### src/rtl/phase_gen_pkg.sv
package phase_gen_pkg;

  // Shape of the feedback loop
  typedef enum logic {
    MODE_RING    = 1'b0,  // single circulating one
    MODE_TWISTED = 1'b1   // inverted top stage fed back
  } seq_mode_e;

  // Number of phase outputs produced by a loop of the given length
  function automatic int phase_count(input seq_mode_e mode, input int stages);
    return (mode == MODE_TWISTED) ? 2 * stages : stages;
  endfunction

endpackage

### src/rtl/phase_state_check.sv
// Decides whether the loop state belongs to the legal cycle.
module phase_state_check #(
  parameter int                      STAGES = 4,
  parameter phase_gen_pkg::seq_mode_e MODE  = phase_gen_pkg::MODE_RING
) (
  input  logic [STAGES-1:0] state_i,
  output logic              legal_o
);
  import phase_gen_pkg::*;

  localparam int EDGES = STAGES - 1;

  generate
    if (MODE == MODE_RING) begin : g_ring
      // Legal: exactly one bit set
      logic any_set;
      logic many_set;
      always_comb begin
        any_set  = 1'b0;
        many_set = 1'b0;
        for (int i = 0; i < STAGES; i++) begin
          many_set = many_set | (any_set & state_i[i]);
          any_set  = any_set | state_i[i];
        end
      end
      assign legal_o = any_set & ~many_set;
    end else begin : g_twisted
      // Legal: the bits form one run of ones and one run of zeros,
      // so at most one neighbour pair differs
      logic [EDGES-1:0] diff;
      logic             seen;
      logic             extra;
      assign diff = state_i[STAGES-1:1] ^ state_i[STAGES-2:0];
      always_comb begin
        seen  = 1'b0;
        extra = 1'b0;
        for (int i = 0; i < EDGES; i++) begin
          extra = extra | (seen & diff[i]);
          seen  = seen | diff[i];
        end
      end
      assign legal_o = ~extra;
    end
  endgenerate

endmodule

### src/rtl/phase_state_reg.sv
// Loop register: reset, self-correction and the enabled shift.
module phase_state_reg #(
  parameter int                      STAGES = 4,
  parameter phase_gen_pkg::seq_mode_e MODE  = phase_gen_pkg::MODE_RING
) (
  input  logic              clk,
  input  logic              rst,
  input  logic              en,
  input  logic              legal_i,
  output logic [STAGES-1:0] state_o
);
  import phase_gen_pkg::*;

  localparam logic [STAGES-1:0] START =
    (MODE == MODE_RING) ? {{(STAGES-1){1'b0}}, 1'b1} : {STAGES{1'b0}};

  logic [STAGES-1:0] state_q;
  logic [STAGES-1:0] shifted;
  logic              feed;

  generate
    if (MODE == MODE_RING) begin : g_ring_feed
      assign feed = state_q[STAGES-1];
    end else begin : g_twisted_feed
      assign feed = ~state_q[STAGES-1];
    end
  endgenerate

  assign shifted = {state_q[STAGES-2:0], feed};

  // Correction does not wait for the enable
  always_ff @(posedge clk) begin
    if (rst) begin
      state_q <= START;
    end else if (!legal_i) begin
      state_q <= START;
    end else if (en) begin
      state_q <= shifted;
    end
  end

  assign state_o = state_q;

endmodule

### src/rtl/phase_decode.sv
// Turns the registered loop state into phase enables.
module phase_decode #(
  parameter int                      STAGES = 4,
  parameter phase_gen_pkg::seq_mode_e MODE  = phase_gen_pkg::MODE_RING,
  localparam int                     PHASES = phase_gen_pkg::phase_count(MODE, STAGES)
) (
  input  logic [STAGES-1:0] state_i,
  input  logic              legal_i,
  output logic [PHASES-1:0] phase_o
);
  import phase_gen_pkg::*;

  logic [PHASES-1:0] raw;

  generate
    if (MODE == MODE_RING) begin : g_ring_dec
      assign raw = state_i;
    end else begin : g_twisted_dec
      for (genvar k = 0; k < PHASES; k++) begin : g_pair
        if (k == 0) begin : g_all_low
          assign raw[k] = ~state_i[0] & ~state_i[STAGES-1];
        end else if (k < STAGES) begin : g_fill_front
          assign raw[k] = state_i[k-1] & ~state_i[k];
        end else if (k == STAGES) begin : g_all_high
          assign raw[k] = state_i[0] & state_i[STAGES-1];
        end else begin : g_drain_front
          assign raw[k] = ~state_i[k-STAGES-1] & state_i[k-STAGES];
        end
      end
    end
  endgenerate

  // Blank every enable while the loop holds an upset pattern
  assign phase_o = raw & {PHASES{legal_i}};

endmodule

### src/rtl/phase_seq_gen.sv
module phase_seq_gen #(
  parameter int                      STAGES = 4,
  parameter phase_gen_pkg::seq_mode_e MODE  = phase_gen_pkg::MODE_RING,
  localparam int                     PHASES = phase_gen_pkg::phase_count(MODE, STAGES)
) (
  input  logic              clk,
  input  logic              rst,
  input  logic              en,
  output logic [PHASES-1:0] phase_o
);

  logic [STAGES-1:0] state;
  logic              legal;

  phase_state_check #(.STAGES(STAGES), .MODE(MODE)) u_check (
    .state_i (state),
    .legal_o (legal)
  );

  phase_state_reg #(.STAGES(STAGES), .MODE(MODE)) u_state (
    .clk     (clk),
    .rst     (rst),
    .en      (en),
    .legal_i (legal),
    .state_o (state)
  );

  phase_decode #(.STAGES(STAGES), .MODE(MODE)) u_decode (
    .state_i (state),
    .legal_i (legal),
    .phase_o (phase_o)
  );

endmodule

### config.mk
export PLATFORM = sky130hd
export DESIGN_NAME = phase_seq_gen
export DESIGN_NICKNAME = d
export VERILOG_FILES = /design/src/rtl/phase_gen_pkg.sv /design/src/rtl/phase_state_check.sv /design/src/rtl/phase_state_reg.sv /design/src/rtl/phase_decode.sv /design/src/rtl/phase_seq_gen.sv
export SDC_FILE = /design/constraint.sdc
export NUM_CORES = 1
export LEC_CHECK = 0
export BUFFER_PORTS_ARGS = -buffer_cell sky130_fd_sc_hd__buf_2
export CORE_AREA = 2 2 39 41
export CTS_CLUSTER_SIZE = 8
export DETAILED_ROUTE_END_ITERATION = 8
export DIE_AREA = 0 0 41 43
export HOLD_SLACK_MARGIN = 0.15
export PLACE_DENSITY_LB_ADDON = 0.2
export SYNTH_ARGS = -nofsm -noshare
export SYNTH_HDL_FRONTEND = slang
export SYNTH_SLANG_ARGS = --single-unit
### constraint.sdc
create_clock -name clk -period 3.2 [get_ports clk]
set_input_delay 0.64 -clock clk [delete_from_list [all_inputs] [get_ports clk]]
set_output_delay 0.64 -clock clk [all_outputs]
set_load 0.1 [all_outputs]
; After elaboration in Yosys (flattened, before gate mapping)
; Index checks and enable logic that the tools add are counted.
[classes]
bitwise = 12
reduce_logical = 1
[op_table]
columns = operator, n
row1 = $or A1 B1 Y1, 5
row2 = $and A1 B1 Y1, 4
row3 = $and A4 B4 Y4, 1
row4 = $not A1 Y1, 2
row5 = $reduce_or A2 Y1, 1
[totals]
reg_bits = 4
inputBits = 3
out_inout_bits = 4
elab_cells = 14

; Longest topological paths before layout
; Gate-level depths: netlist of run 1.
[logic_depth]
ltp_word = 8
mapped_depth = 4
ltp_nobuf = 3

; By module
; From an unflattened synthesis of run 1, not the netlist that was laid out.
[unflattened]
cells_unflattened = 22
area_unflattened_um2 = 212.7
[by_module_without_submodules]
columns = module, n_inst, cells_per_inst, area_per_inst_um2, seq_area_each_um2
row1 = phase_state_reg, 1, 14, 150.1, 80.1
row2 = phase_state_check, 1, 4, 37.5, 0.0
row3 = phase_decode, 1, 4, 25.0, 0.0

; Worst setup path before layout of run 1
; Ideal clock, no wire load.
[synth_timing]
path_type = register -> output
start = register u_state.state_q[2], in the netlist u_state.state_o[2]
end = output phase_o[1]
t_arrival_ns = 3.662
required_time_ns = 2.560
path_slack_ns = -1.102
path_stages_with_launch = 3
n_path_buf = 1
cell_sequence = dfxtp_1 buf_4 nor4b_1
[synth_between]
elab_chain_cells = 6
elab_cells_between_ends = 9
classes_between = bitwise: 9
[synth_lines]
columns = item, line_no
row1 = from (decl), phase_state_reg.sv:17  ; logic [STAGES-1:0] state_q;
row2 = from (signal assigned), phase_state_reg.sv:38  ; state_q <= shifted;
row3 = $and A1 B1 Y1 or $or A1 B1 Y1 (tied branches), "phase_state_check.sv:22, phase_state_check.sv:23"
row4 = $or A1 B1 Y1 or $and A1 B1 Y1 (tied branches), phase_state_check.sv:22  ; many_set = many_set | (any_set & state_i[i]);
row5 = $or A1 B1 Y1, phase_state_check.sv:22
row6 = $not A1 Y1, phase_state_check.sv:26  ; assign legal_o = any_set & ~many_set;
row7 = $and A1 B1 Y1 *, phase_state_check.sv:26
row8 = $and A4 B4 Y4 *, phase_decode.sv:34  ; assign phase_o = raw & {PHASES{legal_i}};
row9 = to (decl), phase_seq_gen.sv:9  ; output logic [PHASES-1:0] phase_o
; Mark *: on every way between the ends. The rest lies on a longest branch, timed or not.

; Worst setup path in the final report of run 1
[layout_timing]
start = register u_state.state_q[2], in the netlist u_state.state_o[2]
end = output phase_o[2]
[layout_between]
elab_chain_cells = 6
elab_cells_between_ends = 9
classes_between = bitwise: 9
[layout_lines]
columns = item, line_no
row1 = $and A1 B1 Y1 or $or A1 B1 Y1 (tied branches), "phase_state_check.sv:22, phase_state_check.sv:23"
row2 = $or A1 B1 Y1 or $and A1 B1 Y1 (tied branches), phase_state_check.sv:22
row3 = $or A1 B1 Y1, phase_state_check.sv:22
row4 = $not A1 Y1, phase_state_check.sv:26
row5 = $and A1 B1 Y1, phase_state_check.sv:26
row6 = $and A4 B4 Y4 *, phase_decode.sv:34
; Marks and branches as above.

==> results of run 1 <==
==> worst max-delay path: stages, from the launching register on <==
cell and delay (ns):
dfxtp_1 0.50, nor4b_2 0.30, buf_2 0.48
==> through the flow <==
step,worst slack [ns],utilization,area (µm²)
after global placement,1.295,0.2107,291.5
after floorplan,-1.027,-,279.0
after CTS,1.019,0.2269,314.1
final,1.048,0.2269,314.1
after detailed placement,1.281,0.2107,291.5
after global routing,0.9271,0.2269,314.1
==> worst min path at each step <==
stage | cells past startpoint | slack (ns) | endpoint | start
floorplan | 2 | 0.51 | u_state.state_o[3] | u_state.state_o[1]
global placement | 1 | 0.61 | u_state.state_o[3] | u_state.state_o[1]
detailed placement | 2 | 0.63 | u_state.state_o[2] | u_state.state_o[2]
CTS | 2 | 0.61 | u_state.state_o[1] | rst
global route | 2 | 0.61 | u_state.state_o[1] | rst
finish | 2 | 0.63 | u_state.state_o[1] | rst
==> cells in the final DEF, fill, tap and decap left out <==
master / count
nor4_1: 1
nor4b_1: 2
a21oi_1: 1
a211oi_1: 1
clkbuf_4: 3
nand2_1: 1
a2111oi_2: 1
o31ai_1: 1
nand3b_1: 3
buf_2: 6
or3b_1: 2
nor4b_2: 2
a2111oi_0: 1
dfxtp_1: 4
inv_1: 1
and3b_1: 1
nor2_1: 2
==> cell families after synthesis <==
family / share of synthesized area
and+or+nand+nor: 0.3803
AOI/OAI and AO/OA: 0.1643
buffers and inverters: 0.1549
DFF: 0.3005
==> routing by layer <==
metal | wire length (µm) | up-vias
li1 | - | 117
met1 | 204 | 105
met2 | 291 | 6
met3 | 27 | 0
met4 | 0 | 0
met5 | 0 | -
==> power groups by stage <==
stage | Combinational (W) | Sequential, W | Clock, W
after CTS | 0.0000269 | 0.0000572 | 0.0000647
after detailed placement | 0.0000268 | 0.0000580 | 0
after floorplan | 0.0000289 | 0.0000536 | 0
final | 0.0000266 | 0.0000572 | 0.0000607
after global placement | 0.0000267 | 0.0000575 | 0
after global routing | 0.0000282 | 0.0000581 | 0.0000700
==> layout make-up <==
type	count	area, µm²
fillers	159	1070
flip-flops and latches	4	80.08
repair buffers	6	30.03
clock buffers	3	22.52
inverters	1	3.754
well taps	16	20.02
multi-input cells	19	157.7
==> run_summary.xml, run 1 <==
<?xml version="1.0" encoding="UTF-8"?>
<metrics>
  <group name="pwr">
    <metric name="power.share.switching" unit="">0.3008</metric>
    <metric name="powerDensity" unit="nW/µm²">460.4</metric>
    <metric name="cellInternalPower" unit="W">0.0001011</metric>
    <metric name="sequentialPowerShare" unit="">0.396</metric>
    <metric name="clkPwrFrac" unit="">0.420</metric>
    <metric name="fin_total_pwr" unit="W">0.0001446</metric>
    <metric name="p_switching" unit="W">0.00004349</metric>
    <metric name="worst_ir_drop_vdd" unit="µV">219.7</metric>
    <metric name="combinationalPowerShare" unit="">0.184</metric>
    <metric name="power.leakage" unit="nW">0.1124</metric>
  </group>
  <group name="critical_path">
    <metric name="worst-setup-path-type" unit="">register to output port</metric>
    <metric name="setup.worst_path.start_class" unit="">register</metric>
    <metric name="worst_flop_to_flop_path_endpoint" unit="">u_state.state_o[0]</metric>
    <metric name="crit_path_launch" unit="">u_state.state_o[2]</metric>
    <metric name="critical_path.endpoint_type" unit="">output port</metric>
    <metric name="r2r_slack" unit="ns">1.82</metric>
    <metric name="rr_worst_depth" unit="">3</metric>
    <metric name="reg2reg_from" unit="">u_state.state_o[3]</metric>
    <metric name="worstPathArrival" unit="ns">1.51</metric>
    <metric name="crit_end" unit="">phase_o[2]</metric>
    <metric name="required_time_at_the_endpoint_of_the_critical_path" unit="ns">2.56</metric>
    <metric name="critPathMaxFanout" unit="">10</metric>
  </group>
  <group name="timing">
    <metric name="final.setup.tns" unit="ns">0</metric>
    <metric name="drv_slew" unit="">0</metric>
    <metric name="layout_worst_path_cycle_share" unit="">0.6725</metric>
    <metric name="post-route-min-period" unit="ns">2.152</metric>
    <metric name="grt_setup_unrepaired" unit="">false</metric>
    <metric name="fin_hold_ws" unit="ns">0.6254</metric>
    <metric name="finalHoldViolations" unit="">0</metric>
    <metric name="tightest_slew" unit="ns">0.4866</metric>
    <metric name="final.setup_skew" unit="ns">0.003352</metric>
    <metric name="timing.fmax" unit="GHz">0.4647</metric>
    <metric name="max-slew-margin-rel" unit="">0.6778</metric>
    <metric name="setup_violations" unit="">0</metric>
  </group>
  <group name="cts">
    <metric name="cts_max_level" unit="">1</metric>
    <metric name="cts.reportedPaths.clkPinSlew" unit="ns">0.04</metric>
    <metric name="clk_root_buffer_cell" unit="">clkbuf_4</metric>
    <metric name="max-clock-path-buffers" unit="">2</metric>
    <metric name="postCtsHoldBufs" unit="">0</metric>
    <metric name="clkLatencyLatePin" unit="ns">0.23</metric>
    <metric name="cts_made_buffers" unit="">3</metric>
    <metric name="cts_repair_resize_count" unit="">0</metric>
    <metric name="tritoncts_clock_tree" unit="">yes</metric>
    <metric name="cts.sinks" unit="">4</metric>
    <metric name="post-cts-setup-buffers" unit="">0</metric>
  </group>
  <group name="synthesis">
    <metric name="synthesis.yosys.warnings" unit="">0</metric>
    <metric name="synthArstFlopShare" unit="">0</metric>
    <metric name="syn-cell-area" unit="µm²">266.5</metric>
    <metric name="synth_top_cell_area_share" unit="">0.3005</metric>
    <metric name="avgSynthCellArea" unit="µm²">9.518</metric>
    <metric name="synthTopCellsByArea" unit="">dfxtp_1 (30%), nor4b_1 (13%), buf_6 (8.5%)</metric>
    <metric name="ys_seq_area_frac" unit="">0.3005</metric>
    <metric name="synth_seq_cells" unit="">4</metric>
    <metric name="netlist-cell-type-count" unit="">16</metric>
    <metric name="syn_nets" unit="">31</metric>
    <metric name="synth_top_cells_by_count" unit="">dfxtp_1 (4), nor4b_1 (4), nand3b_1 (3)</metric>
    <metric name="synthCells" unit="">28</metric>
    <metric name="synthDominantAreaCellType" unit="">dfxtp_1</metric>
    <metric name="synth_ff_type" unit="">dfxtp_1</metric>
    <metric name="synth_enable_flop_cells" unit="">0</metric>
  </group>
  <group name="finish">
    <metric name="fraction_of_layout_cells_with_a_size_suffix_above_1" unit="">0.3636</metric>
    <metric name="nets" unit="">38</metric>
    <metric name="antennaDiodeCount" unit="">0</metric>
    <metric name="syn2layout_area_growth" unit="%">17.84</metric>
    <metric name="final_cells" unit="">49</metric>
    <metric name="largest_register_ff_count" unit="">4</metric>
  </group>
  <group name="run_status">
    <metric name="outcome" unit="">finished clean</metric>
  </group>
  <group name="drt">
    <metric name="drt_first_iter_violations" unit="">0</metric>
    <metric name="detailedRoute.firstPassIterationCount" unit="">1</metric>
    <metric name="drt-total-wl" unit="µm">523</metric>
    <metric name="wl_per_cell" unit="µm">10.67</metric>
    <metric name="route.vias.total" unit="">228</metric>
    <metric name="drcViolationCount" unit="">0</metric>
    <metric name="antenna_violating_nets_post_route" unit="">0</metric>
    <metric name="vias_per_cell" unit="">4.653</metric>
  </group>
  <group name="die">
    <metric name="std_cell_rows" unit="">14</metric>
    <metric name="core_region_area" unit="µm²">1384</metric>
    <metric name="die_x" unit="µm">41</metric>
    <metric name="initial_utilization" unit="">0.1926</metric>
    <metric name="dieHeight" unit="µm">43</metric>
    <metric name="die-area" unit="µm²">1763</metric>
    <metric name="num_io_pins" unit="">7</metric>
  </group>
  <group name="global_route">
    <metric name="global_route.peak_usage_layer" unit="">met2</metric>
    <metric name="global_route.overflow_total" unit="">0</metric>
    <metric name="maximum_number_of_pins_on_one_net_before_global_route_repair" unit="">11</metric>
    <metric name="grt_usage" unit="">0.08333</metric>
    <metric name="number_of_antenna_violations_at_the_first_check_in_global_routing" unit="">0</metric>
    <metric name="grt_pass1_vias" unit="">226</metric>
    <metric name="grt.met1_usage" unit="">0.07717</metric>
    <metric name="met3_usage" unit="">0.06283</metric>
    <metric name="grt_use_met2" unit="">0.1281</metric>
    <metric name="first_pass_grt_wire_length" unit="µm">931</metric>
  </group>
  <group name="place">
    <metric name="dp_cells" unit="">46</metric>
    <metric name="place_hpwl" unit="µm">402.6</metric>
    <metric name="place.port_buffers" unit="">6</metric>
    <metric name="routabilityCongestion" unit="">0.6431</metric>
  </group>
  <group name="flow_run">
    <metric name="drv_cap" unit="">0</metric>
  </group>
  <group name="min_path">
    <metric name="hold_path_class" unit="">input pin to register</metric>
  </group>
</metrics>
(Power assumes the default switching activity.)
==> run 2: changes to the inputs <==
==> constraint.sdc (replaced) <==
create_clock -name clk -period 1.8 [get_ports clk]
set_input_delay 0.36 -clock clk [delete_from_list [all_inputs] [get_ports clk]]
set_output_delay 0.36 -clock clk [all_outputs]
set_load 0.1 [all_outputs]
==> run 2 against run 1 <==
Core utilization up 9.1 points; die area unchanged; sequential cell count unchanged; first-iteration DRC count up 5; cell count increased by 4.1%; non-clock buffer count is 2 higher; global-route usage is 1.2 points higher; via count increased by 6.6%; sequential share of layout area is 6.5 points lower; register-to-register slack lost 1.4 ns; design area grew 40%; critical path type unchanged; largest cell class unchanged; largest power group unchanged.
==> run_summary.xml, run 2 (synthesized netlist as in run 1, its figures left out) <==
<?xml version="1.0" encoding="UTF-8"?>
<metrics>
  <group name="run_status">
    <metric name="outcome" unit="">finished clean</metric>
  </group>
  <group name="place">
    <metric name="place_hpwl" unit="µm">496.6</metric>
    <metric name="place.port_buffers" unit="">6</metric>
    <metric name="dpl-instance-area" unit="µm²">414.1</metric>
    <metric name="routabilityCongestion" unit="">0.7003</metric>
  </group>
  <group name="die">
    <metric name="core_region_area" unit="µm²">1384</metric>
    <metric name="num_io_pins" unit="">7</metric>
    <metric name="std_cell_rows" unit="">14</metric>
    <metric name="die-area" unit="µm²">1763</metric>
    <metric name="dieHeight" unit="µm">43</metric>
    <metric name="initial_utilization" unit="">0.1926</metric>
    <metric name="die_x" unit="µm">41</metric>
  </group>
  <group name="global_route">
    <metric name="number_of_antenna_violations_at_the_first_check_in_global_routing" unit="">0</metric>
    <metric name="grt_usage" unit="">0.09538</metric>
    <metric name="first_pass_grt_wire_length" unit="mm">1.048</metric>
    <metric name="maximum_number_of_pins_on_one_net_before_global_route_repair" unit="">11</metric>
    <metric name="global_route.overflow_total" unit="">0</metric>
    <metric name="grt_pass1_vias" unit="">220</metric>
  </group>
  <group name="flow_run">
    <metric name="drv_cap" unit="">0</metric>
  </group>
  <group name="min_path">
    <metric name="hold_path_class" unit="">input pin to register</metric>
  </group>
  <group name="pwr">
    <metric name="power.leakage" unit="nW">0.1519</metric>
    <metric name="worst_ir_drop_vdd" unit="µV">486.1</metric>
    <metric name="fin_total_pwr" unit="W">0.0002888</metric>
    <metric name="powerDensity" unit="nW/µm²">655.7</metric>
  </group>
  <group name="cts">
    <metric name="cts.sinks" unit="">4</metric>
    <metric name="cts_made_buffers" unit="">3</metric>
    <metric name="clk_root_buffer_cell" unit="">clkbuf_4</metric>
    <metric name="cts_max_level" unit="">1</metric>
    <metric name="clkLatencyLatePin" unit="ns">0.24</metric>
    <metric name="post-cts-setup-buffers" unit="">0</metric>
    <metric name="tritoncts_clock_tree" unit="">yes</metric>
    <metric name="max-clock-path-buffers" unit="">2</metric>
    <metric name="cts.reportedPaths.clkPinSlew" unit="ns">0.04</metric>
  </group>
  <group name="timing">
    <metric name="fin_hold_ws" unit="ns">0.3251</metric>
    <metric name="post-route-min-period" unit="ns">1.723</metric>
    <metric name="drv_slew" unit="">0</metric>
    <metric name="final.setup_skew" unit="ns">0.002624</metric>
    <metric name="tightest_slew" unit="ns">0.3240</metric>
    <metric name="timing.fmax" unit="GHz">0.5803</metric>
    <metric name="max-slew-margin-rel" unit="">0.7784</metric>
    <metric name="finalHoldViolations" unit="">0</metric>
    <metric name="layout_worst_path_cycle_share" unit="">0.9574</metric>
    <metric name="grt_setup_unrepaired" unit="">false</metric>
    <metric name="setup_violations" unit="">0</metric>
  </group>
  <group name="critical_path">
    <metric name="critical-path-top-delay-family" unit="">buffers and inverters</metric>
    <metric name="critical_path.max_stage_delay" unit="ns">0.37</metric>
    <metric name="worstPathArrival" unit="ns">1.36</metric>
    <metric name="critical_path.endpoint_type" unit="">output port</metric>
    <metric name="timing.critical_path.cells" unit="">buf_4 &gt; nor4b_4 &gt; buf_12</metric>
    <metric name="timing.critical_path.buf_inv" unit="">2</metric>
    <metric name="required_time_at_the_endpoint_of_the_critical_path" unit="ns">1.44</metric>
    <metric name="critPathMaxFanout" unit="">7</metric>
    <metric name="setup.worst_path.start_class" unit="">register</metric>
    <metric name="worst_path_max_delay_cell" unit="">dfxtp_2</metric>
    <metric name="worst-setup-path-type" unit="">register to output port</metric>
  </group>
  <group name="drt">
    <metric name="drt_first_iter_violations" unit="">5</metric>
    <metric name="drcViolationCount" unit="">0</metric>
    <metric name="vias_per_cell" unit="">4.765</metric>
    <metric name="detailedRoute.firstPassIterationCount" unit="">4</metric>
    <metric name="antenna_violating_nets_post_route" unit="">0</metric>
    <metric name="drt-total-wl" unit="µm">644</metric>
    <metric name="route.vias.total" unit="">243</metric>
    <metric name="wl_per_cell" unit="µm">12.63</metric>
  </group>
  <group name="finish">
    <metric name="nets" unit="">40</metric>
    <metric name="sequential_cell_area" unit="µm²">83.83</metric>
    <metric name="final.fill_count" unit="">144</metric>
    <metric name="antennaDiodeCount" unit="">0</metric>
    <metric name="fraction_of_layout_cells_with_a_size_suffix_above_1" unit="">0.5429</metric>
    <metric name="post-route-util" unit="">0.3183</metric>
    <metric name="final_area" unit="µm²">440.4</metric>
    <metric name="multiInputGateArea" unit="µm²">205.2</metric>
    <metric name="largest_register_ff_count" unit="">4</metric>
    <metric name="most_frequent_cells_in_the_layout" unit="">nor4b_4 (4), buf_12 (4), nand3b_1 (3), clkbuf_4 (3), dfxtp_2 (3)</metric>
    <metric name="syn2layout_area_growth" unit="%">65.26</metric>
  </group>
</metrics>
## run 2: path summary, 6_finish.rpt
kind	start	endpoint	slack [ns]	cells past startpoint
worst max-delay path	u_state.state_o[0]	phase_o[2]	0.08	3
worst min-delay path	rst	u_state.state_o[1]	0.33	2
worst min register to register	u_state.state_o[0]	u_state.state_o[1]	0.60	2
worst max register to register	u_state.state_o[3]	u_state.state_o[0]	0.43	3
## run 2: metrics by stage
stage	cells	setup WS, ns	setup TNS, ns
2_1_floorplan	28	-0.1085	-0.4827
3_3_place_gp	48	0.2462	0
3_5_place_dp	48	0.2495	0
4_1_cts	51	0.02678	0
5_1_grt	51	0.02033	0
6_report	51	0.07676	0
## run 2: where the power goes
group          switching [W]  internal, W  total (W)
Combinational      0.0000405    0.0000302  0.0000706
Clock              0.0000385    0.0000747   0.000113
Sequential         0.0000115    0.0000935   0.000105
Total              0.0000904     0.000198   0.000289
## run 2: final cells by class
cell class                 instances  area share
multi-input combinational         19      0.4659
sequential                         4      0.1903
inverter                           1    0.008523
timing repair buffer               8      0.2386
clock buffer                       3     0.05114
tap                               16     0.04545
## run 2: layer usage
| metal | up-vias | part of all wire | routed length (µm) | track usage |
|---|---|---|---|---|
| met5 | - | 0 | 0 | 0 |
| met4 | 0 | 0 | 0 | 0.02000 |
| met3 | 0 | 0.067 | 43 | 0.08901 |
| met2 | 6 | 0.52 | 334 | 0.1375 |
| met1 | 116 | 0.41 | 265 | 0.09968 |
| li1 | 121 | - | - | - |
## run 2: timing repair
item	in CTS	in global routing
gates resized for setup	1	2
setup endpoints to repair	1	2
hold buffers	0	0
hold endpoints to repair	0	0
pin swaps	0	1
==> run 3: changes to the inputs <==
--- a/config.mk
+++ b/config.mk
@@ -5,6 +5,7 @@
 export SDC_FILE = /design/constraint.sdc
 export NUM_CORES = 1
 export LEC_CHECK = 0
+export ABC_AREA = 1
 export BUFFER_PORTS_ARGS = -buffer_cell sky130_fd_sc_hd__buf_2
 export CORE_AREA = 2 2 39 41
 export CTS_CLUSTER_SIZE = 8
==> run 3 against run 2 <==
Non-clock buffer count decreased by 2; clock-buffer cell count unchanged; sequential share of layout area is 0.13 points higher; core utilization is 1.6 points lower; register-to-register slack better by 0.44 ns; cell count up 24%; die area stayed put; global-route usage fell by 1.4 points; hold slack gained 0.069 ns; critical path type unchanged; critical endpoint unchanged.
==> run_summary.xml, run 3 <==
<?xml version="1.0" encoding="UTF-8"?>
<metrics>
  <group name="synthesis">
    <metric name="synthesis.yosys.warnings" unit="">0</metric>
    <metric name="synthAdderAreaFrac" unit="">0</metric>
    <metric name="synth_top_cells_by_count" unit="">inv_1 (8), dfxtp_1 (4), nand3_1 (4)</metric>
    <metric name="synthSimpleGateAreaFrac" unit="">0.5238</metric>
    <metric name="synthDominantAreaCellType" unit="">dfxtp_1</metric>
    <metric name="synth_top_family_by_area" unit="">simple AND/OR/NAND/NOR gates</metric>
    <metric name="post_synth_mux_area_share" unit="">0</metric>
    <metric name="synthArstFlopShare" unit="">0</metric>
    <metric name="synthCells" unit="">39</metric>
    <metric name="avgSynthCellArea" unit="µm²">7.411</metric>
    <metric name="syn_nets" unit="">42</metric>
    <metric name="syn-cell-area" unit="µm²">289.0</metric>
    <metric name="synth_seq_cells" unit="">4</metric>
    <metric name="leading_cell_type_by_number_of_instances_after_synthesis" unit="">inv_1</metric>
    <metric name="yosys.area_share.xor_xnor" unit="">0</metric>
    <metric name="ys_seq_area_frac" unit="">0.2771</metric>
    <metric name="netlist-cell-type-count" unit="">15</metric>
    <metric name="synth_top_cell_area_share" unit="">0.2771</metric>
    <metric name="synth-compound-area-share" unit="">0.06926</metric>
    <metric name="synth_ff_type" unit="">dfxtp_1</metric>
    <metric name="synthTopCellsByArea" unit="">dfxtp_1 (28%), nand2_4 (12%), inv_1 (10%)</metric>
    <metric name="synth_enable_flop_cells" unit="">0</metric>
  </group>
  <group name="place">
    <metric name="routabilityCongestion" unit="">0.7040</metric>
    <metric name="dpl-instance-area" unit="µm²">395.4</metric>
    <metric name="place_worst_setup_slack" unit="ns">0.4061</metric>
    <metric name="place.port_buffers" unit="">6</metric>
    <metric name="place_hpwl" unit="µm">423.1</metric>
  </group>
  <group name="cts">
    <metric name="max-clock-path-buffers" unit="">2</metric>
    <metric name="cts.reportedPaths.clkPinSlew" unit="ns">0.04</metric>
    <metric name="clkLatencyLatePin" unit="ns">0.23</metric>
    <metric name="post-cts-setup-buffers" unit="">0</metric>
    <metric name="postCtsHoldBufs" unit="">0</metric>
    <metric name="cts_repair_resize_count" unit="">0</metric>
    <metric name="clk_root_buffer_cell" unit="">clkbuf_4</metric>
    <metric name="cts_made_buffers" unit="">3</metric>
    <metric name="cts_max_level" unit="">1</metric>
    <metric name="cts.sinks" unit="">4</metric>
    <metric name="tritoncts_clock_tree" unit="">yes</metric>
  </group>
  <group name="finish">
    <metric name="nets" unit="">52</metric>
    <metric name="fraction_of_layout_cells_with_a_size_suffix_above_1" unit="">0.4255</metric>
    <metric name="largest_register_ff_count" unit="">4</metric>
    <metric name="post-route-util" unit="">0.3020</metric>
    <metric name="most_common_cell_after_layout_fill_and_taps_aside" unit="">inv_1</metric>
    <metric name="antennaDiodeCount" unit="">0</metric>
    <metric name="sequential_cell_area" unit="µm²">80.08</metric>
    <metric name="syn2layout_area_growth" unit="%">44.59</metric>
    <metric name="final_area" unit="µm²">417.9</metric>
    <metric name="multiInputGateArea" unit="µm²">171.4</metric>
    <metric name="final.fill_count" unit="">150</metric>
    <metric name="most_frequent_cells_in_the_layout" unit="">inv_1 (8), nand3_1 (4), buf_12 (4), dfxtp_1 (4)</metric>
  </group>
  <group name="drt">
    <metric name="drcViolationCount" unit="">0</metric>
    <metric name="vias_per_cell" unit="">3.825</metric>
    <metric name="antenna_violating_nets_post_route" unit="">0</metric>
    <metric name="route.vias.total" unit="">241</metric>
    <metric name="drt-total-wl" unit="µm">499</metric>
    <metric name="detailedRoute.firstPassIterationCount" unit="">1</metric>
    <metric name="wl_per_cell" unit="µm">7.921</metric>
    <metric name="drt_first_iter_violations" unit="">0</metric>
  </group>
  <group name="timing">
    <metric name="finalHoldViolations" unit="">0</metric>
    <metric name="max-slew-margin-rel" unit="">0.8863</metric>
    <metric name="final.setup_skew" unit="ns">0.002911</metric>
    <metric name="grt_setup_unrepaired" unit="">false</metric>
    <metric name="postLayoutSetupSlackWorst" unit="ns">0.1738</metric>
    <metric name="tightest_slew" unit="ns">0.1704</metric>
    <metric name="post-route-min-period" unit="ns">1.626</metric>
    <metric name="layout_worst_path_cycle_share" unit="">0.9034</metric>
    <metric name="final.setup.tns" unit="ns">0</metric>
    <metric name="drv_slew" unit="">0</metric>
    <metric name="fin_hold_ws" unit="ns">0.3937</metric>
    <metric name="setup_violations" unit="">0</metric>
    <metric name="timing.fmax" unit="GHz">0.6149</metric>
  </group>
  <group name="critical_path">
    <metric name="worst_path_max_delay_cell" unit="">dfxtp_1</metric>
    <metric name="r2r_slack" unit="ns">0.87</metric>
    <metric name="critPathMaxFanout" unit="">6</metric>
    <metric name="setup.worst_path.start_class" unit="">register</metric>
    <metric name="worstPathArrival" unit="ns">1.27</metric>
    <metric name="timing.critical_path.cells" unit="">inv_1 &gt; nand2_2 &gt; nand2_4 &gt; nand2_8 &gt; nand3_1 &gt; inv_1 &gt; buf_12</metric>
    <metric name="critical_path.endpoint_type" unit="">output port</metric>
    <metric name="critical-path-top-cell-by-count" unit="">inv_1</metric>
    <metric name="critical_path.max_stage_delay" unit="ns">0.37</metric>
    <metric name="worst-setup-path-type" unit="">register to output port</metric>
    <metric name="required_time_at_the_endpoint_of_the_critical_path" unit="ns">1.44</metric>
  </group>
  <group name="die">
    <metric name="num_io_pins" unit="">7</metric>
    <metric name="die_x" unit="µm">41</metric>
    <metric name="core_region_area" unit="µm²">1384</metric>
    <metric name="initial_utilization" unit="">0.2089</metric>
    <metric name="std_cell_rows" unit="">14</metric>
    <metric name="dieHeight" unit="µm">43</metric>
    <metric name="die-area" unit="µm²">1763</metric>
  </group>
  <group name="global_route">
    <metric name="grt_usage" unit="">0.08133</metric>
    <metric name="number_of_antenna_violations_at_the_first_check_in_global_routing" unit="">0</metric>
    <metric name="grt_pass1_vias" unit="">242</metric>
    <metric name="maximum_number_of_pins_on_one_net_before_global_route_repair" unit="">9</metric>
    <metric name="global_route.overflow_total" unit="">0</metric>
    <metric name="first_pass_grt_wire_length" unit="µm">876</metric>
  </group>
  <group name="run_status">
    <metric name="outcome" unit="">finished clean</metric>
  </group>
  <group name="min_path">
    <metric name="hold_path_class" unit="">input pin to register</metric>
  </group>
  <group name="pwr">
    <metric name="power.leakage" unit="nW">0.1955</metric>
    <metric name="worst_ir_drop_vdd" unit="µV">267.0</metric>
    <metric name="powerDensity" unit="nW/µm²">966.6</metric>
  </group>
  <group name="flow_run">
    <metric name="drv_cap" unit="">0</metric>
  </group>
</metrics>
-- run 3: stage by stage --
stage	power, W	std cells
final	0.0004039	63
after global routing	0.0004261	63
after CTS	0.0004145	63
after detailed placement	0.0002988	60
after global placement	0.0002998	60
after floorplan	0.0002433	39
-- run 3: worst max-delay path, delay by kind of cell (launching register included) --
family | cells | cell delay, ns
flops | 1 | 0.37
buf+inv | 3 | 0.36
simple gates | 4 | 0.31
-- run 3: logic make-up after synthesis --
family | after synthesis
buffers and inverters | 10
AND/OR/NAND/NOR | 21
AO/OA/AOI/OAI | 4
flip-flops | 4
-- run 3: power breakdown --
part           switching [W]  total (W)  internal [W]
Clock              0.0000342   0.000109     0.0000744
Combinational       0.000128   0.000193     0.0000651
Sequential        0.00000701   0.000103     0.0000957
-- run 3: metal layers --
layer	track usage	share of wire	vias up
li1	-	-	136
met1	0.06752	0.40	100
met2	0.1219	0.55	3
met3	0.01571	0.032	2
met4	0.1200	0.016	0
met5	0	0	-
-- run 3: cell type report --
| cell class | count | area share |
|---|---|---|
| sequential | 4 | 0.1916 |
| timing repair buffer | 6 | 0.2156 |
| clock buffer | 3 | 0.05389 |
| multi-input combinational | 25 | 0.4102 |
| tap | 16 | 0.04790 |
| inverter | 9 | 0.08084 |
-- run 3: path summary, 6_finish.rpt --
check,startpoint,endpoint,depth (start not counted)
worst max-delay path,u_state.state_o[2],phase_o[2],7
worst min-delay path,rst,u_state.state_o[0],3
worst max register to register,u_state.state_o[2],u_state.state_o[1],5
worst min register to register,u_state.state_o[1],u_state.state_o[2],2
